**src/rtl/relay_seq_pkg.sv**
```systemverilog
package relay_seq_pkg;
  localparam int unsigned BANK_W_DEF = 8;
  localparam int unsigned TAP_DEF    = 5;

  function automatic int unsigned loop_len(input int unsigned bank_w, input int unsigned tap);
    return bank_w + tap + 1;
  endfunction
endpackage

```
**src/rtl/relay_bank.sv**
```systemverilog
module relay_bank #(
  parameter int unsigned W        = 8,
  parameter logic [W-1:0] LOAD_VAL = '0
) (
  input  logic         clk,
  input  logic         rst,
  input  logic         load,
  input  logic         adv,
  input  logic         flush,
  input  logic         din,
  output logic [W-1:0] q
);
  always_ff @(posedge clk) begin
    if (rst)        q <= '0;
    else if (load)  q <= LOAD_VAL;
    else if (adv)   q <= flush ? '0 : {q[W-2:0], din};
  end

  // a bank with no request keeps its contents
  p_bank_hold_r4: assert property (@(posedge clk) disable iff (rst)
    (!load && !adv) |=> $stable(q));
endmodule

```
**src/rtl/relay_loop_ctrl.sv**
```systemverilog
module relay_loop_ctrl #(
  parameter int unsigned W   = 8,
  parameter int unsigned TAP = 5
) (
  input  logic [W-1:0] hi_q,
  input  logic [W-1:0] lo_q,
  output logic         lo_din,
  output logic         hi_din,
  output logic         hi_flush
);
  logic tap;
  always_comb begin
    tap      = hi_q[TAP];
    lo_din   = tap;
    hi_din   = lo_q[W-1];
    hi_flush = tap;
  end
endmodule

```
**src/rtl/relay_step_seq.sv**
```systemverilog
module relay_step_seq
  import relay_seq_pkg::*;
#(
  parameter int unsigned BANK_W = BANK_W_DEF,
  parameter int unsigned TAP    = TAP_DEF
) (
  input  logic              clk,
  input  logic              rst,
  input  logic              start,
  input  logic              step,
  output logic [BANK_W-1:0] relay_lo,
  output logic [BANK_W-1:0] relay_hi
);
  localparam int unsigned CHAIN_W = 2 * BANK_W;
  localparam int unsigned PERIOD  = loop_len(BANK_W, TAP);
  localparam logic [BANK_W-1:0] SEED = BANK_W'(1);

  logic lo_din, hi_din, hi_flush;
  logic [CHAIN_W-1:0] chain;

  relay_loop_ctrl #(.W(BANK_W), .TAP(TAP)) u_ctrl (
    .hi_q(relay_hi), .lo_q(relay_lo),
    .lo_din(lo_din), .hi_din(hi_din), .hi_flush(hi_flush)
  );

  relay_bank #(.W(BANK_W), .LOAD_VAL(SEED)) u_lo (
    .clk(clk), .rst(rst), .load(start), .adv(step),
    .flush(1'b0), .din(lo_din), .q(relay_lo)
  );

  relay_bank #(.W(BANK_W), .LOAD_VAL('0)) u_hi (
    .clk(clk), .rst(rst), .load(start), .adv(step),
    .flush(hi_flush), .din(hi_din), .q(relay_hi)
  );

  assign chain = {relay_hi, relay_lo};

  // reset clears every line
  p_reset_clear_r1: assert property (@(posedge clk)
    rst |=> (chain == '0));
  // start seeds a single bit in the lower bank
  p_start_seed_r2: assert property (@(posedge clk) disable iff (rst)
    start |=> (relay_lo == SEED && relay_hi == '0));
  // a plain step shifts the chain by one
  p_shift_one_r3: assert property (@(posedge clk) disable iff (rst)
    (step && !start && !relay_hi[TAP]) |=> (chain == {$past(chain[CHAIN_W-2:0]), 1'b0}));
  // the tap wraps the bit in one edge
  p_wrap_tap_r5: assert property (@(posedge clk) disable iff (rst)
    (step && !start && relay_hi[TAP]) |=> (relay_hi == '0 && relay_lo == SEED));
  // never more than one active line
  p_onehot_r7: assert property (@(posedge clk) disable iff (rst)
    $onehot0(chain));
  // loop length sanity
  initial assert (PERIOD == BANK_W + TAP + 1 && TAP < BANK_W);
endmodule

```
**config.mk**
```make
export PLATFORM = sky130hd
export DESIGN_NAME = relay_step_seq
export DESIGN_NICKNAME = d
export VERILOG_FILES = /design/src/rtl/relay_seq_pkg.sv /design/src/rtl/relay_bank.sv /design/src/rtl/relay_loop_ctrl.sv /design/src/rtl/relay_step_seq.sv
export SDC_FILE = /design/constraint.sdc
export NUM_CORES = 1
export LEC_CHECK = 0
export BUFFER_PORTS_ARGS = -buffer_cell sky130_fd_sc_hd__buf_2
export CORE_UTILIZATION = 25
export DETAILED_ROUTE_END_ITERATION = 6
export PLACE_DENSITY = 0.47
export RECOVER_POWER = 50
export SKIP_CTS_REPAIR_TIMING = 1
export SLEW_MARGIN = 20
export SYNTH_ARGS = -nofsm -noshare
export SYNTH_HDL_FRONTEND = slang
export SYNTH_SLANG_ARGS = --single-unit
```
**constraint.sdc**
```tcl
create_clock -name clk -period 1.7 [get_ports clk]
set_clock_uncertainty 0.1 [all_clocks]
set_input_delay 0.17 -clock clk [delete_from_list [all_inputs] [get_ports clk]]
set_output_delay 0.17 -clock clk [all_outputs]
set_load 0.03 [all_outputs]
```
==> flow_summary.ini <==
[clock_tree]
clock_latency_ns = 0.28
clock-sinks = 14
cts_buffer_depth = 2
cts.htree.levels = 1
cts_root_buffer = clkbuf_4
cts_buffers = 3
cts_tree = done
cts.reportedPaths.clkPinSlew_ns = 0.09

[worst_setup_path]
critPathKind = in2reg
cpPeakStageDelay_ns = 0.53
path_cells = dlygate4sd3_1 -> buf_2 -> or2_1 -> a21oi_1
endpoint_kind = flip-flop
critPathMaxFanout = 13
crit_slowest_cell = dlygate4sd3_1
r2r_start = u_hi.q[5]
r2r-end = u_hi.q[1]
cp.arrival_ns = 1.40
rr_worst_depth = 2
start_kind = input pin
r2r_slack_ns = 0.81
required_ns = 1.80

[yosys]
avgSynthCellArea_um2 = 10.1
syn-cell-area_um2 = 588
ys.warnings.count = 0
synth_seq_cells = 14
yosysUniqueCellTypes = 12
yosysSeqAreaShare_pct = 47.7
syn-instance-count = 58

[die]
die-area_mm2 = 0.00255
num_io_pins = 20
initial_core_util_pct = 26.6
rows = 17
die_h_um = 50.5
core-area_mm2 = 0.00221
die_x_um = 50.5

[job]
maxCapViolCount = 0

[timing]
setup_viol = 0
tightest_slew_ns = 0.507
period_needed_ns = 1.30
finalCritPeriodShare_pct = 76.3
max_freq_ghz = 0.771
fin_setup_tns_ns = 0
hold_viol_final = 0
report.final.slew_viol_count = 0
slew_headroom_pct = 66.2
rsz0062_at_grt = no

[finish]
layout-drive-gt1-share_pct = 24.3
final_cell_mix = dfxtp_1 (14), buf_2 (11), mux2i_1 (8), nor2_1 (7)
final_util_pct = 31.3
diodes = 0
final_common_cell = dfxtp_1
final_nets = 79
syn2layout_area_growth_pct = 17.7

[hold_path]
holdPathStages = 3
hp-class = in2reg
min_to = u_lo.q[0]
worstHoldStart = start

[detailed_routing]
drc = 0
wl_per_cell_um = 9.46
vias = 417
drt-initial-drc-count = 2
firstDrtPassIters = 3
ant_nets = 0
drt_wl_total_um = 965
avgViaCountPerCell = 4.09

[global_route]
grt_usage_pct = 8.09
grt_pass1_vias = 363
grt_pass1_wl_mm = 1.53
antenna_found_initial = 0
overflow = 0
grt_max_degree = 21

[run_status]
status = completed

[pwr]
peakVddDrop_mv = 0.454
power.leakage_uw = 0.000279
p_per_area_mw_per_mm2 = 875

[placement]
dpl.hpwl_um = 673
place.gp.congestion = 0.657
port_buffers = 17
[worst max-delay path by stage]
| stage | from | endpoint |
|---|---|---|
| floorplan | u_hi.q[1] | u_hi.q[2] |
| global placement | step | u_lo.q[0] |
| detailed placement | step | u_lo.q[0] |
| CTS | u_hi.q[5] | relay_hi[5] |
| global route | rst | u_hi.q[0] |
| finish | rst | u_hi.q[1] |
[per-stage QoR]
step           hold WS, ns  total power (uW)  std cells  area [um2]  worst slack, ns
2_1_floorplan        0.139               378         59         592            0.771
3_3_place_gp         0.248               379         97         656            0.692
3_5_place_dp         0.250               379         97         656            0.693
4_1_cts            -0.0540               616        101         692            0.446
5_1_grt             0.0320               635        102         692            0.330
6_report            0.0221               605        102         692            0.403
[layer usage]
| metal | part of all wire, % | global-route usage, % | vias to the layer above |
|---|---|---|---|
| li1 | - | - | 219 |
| met4 | 0.73 | 1.39 | 0 |
| met1 | 49 | 9.72 | 183 |
| met5 | 0 | 0 | - |
| met3 | 8.6 | 5.45 | 2 |
| met2 | 41 | 12.0 | 13 |
[report_power, final]
group	total, uW	switching [uW]	internal (uW)
clock	235	104	130
sequential	331	1.53	330
combinational	39.4	26.3	13.1
total	605	132	473
[critical path: cells and delay by family]
family	cells	cell delay [ns]
buffers and inverters	2	0.65
AND/OR/NAND/NOR	1	0.39
AO/OA/AOI/OAI	1	0.19
[area by class of cell]
type                       instances  area, um2
fill                             250       1520
tap                               28       35.0
multi-input combinational         37        249
sequential                        14        280
clock buffer                       4       36.3
timing repair buffer              18       87.6
inverter                           1       3.75
[synthesized netlist by cell type, drive strengths merged]
cell    count  share of area (%)
dfxtp      14                 48
mux2i       8                 14
a21oi       7                7.9
buf         7                9.6
nor2        7                4.5
nand2b      6                6.4
nand3b      6                7.7
conb        1               0.64
inv         1               0.64
or2         1                1.5
[state kept, by name, summed over array words and instances, names as in the netlist]
register and flops:
u_lo.q 8, u_hi.q 6
[cell families after synthesis]
| logic type | Yosys count | synth area share [%] |
|---|---|---|
| multiplexers | 8 | 13.6 |
| other | 1 | 0.638 |
| AO/OA/AOI/OAI | 7 | 7.87 |
| AND/OR/NAND/NOR | 20 | 20.0 |
| flip-flops | 14 | 47.7 |
| buffers and inverters | 8 | 10.2 |
Note: power is estimated with default switching activity, not from simulation.
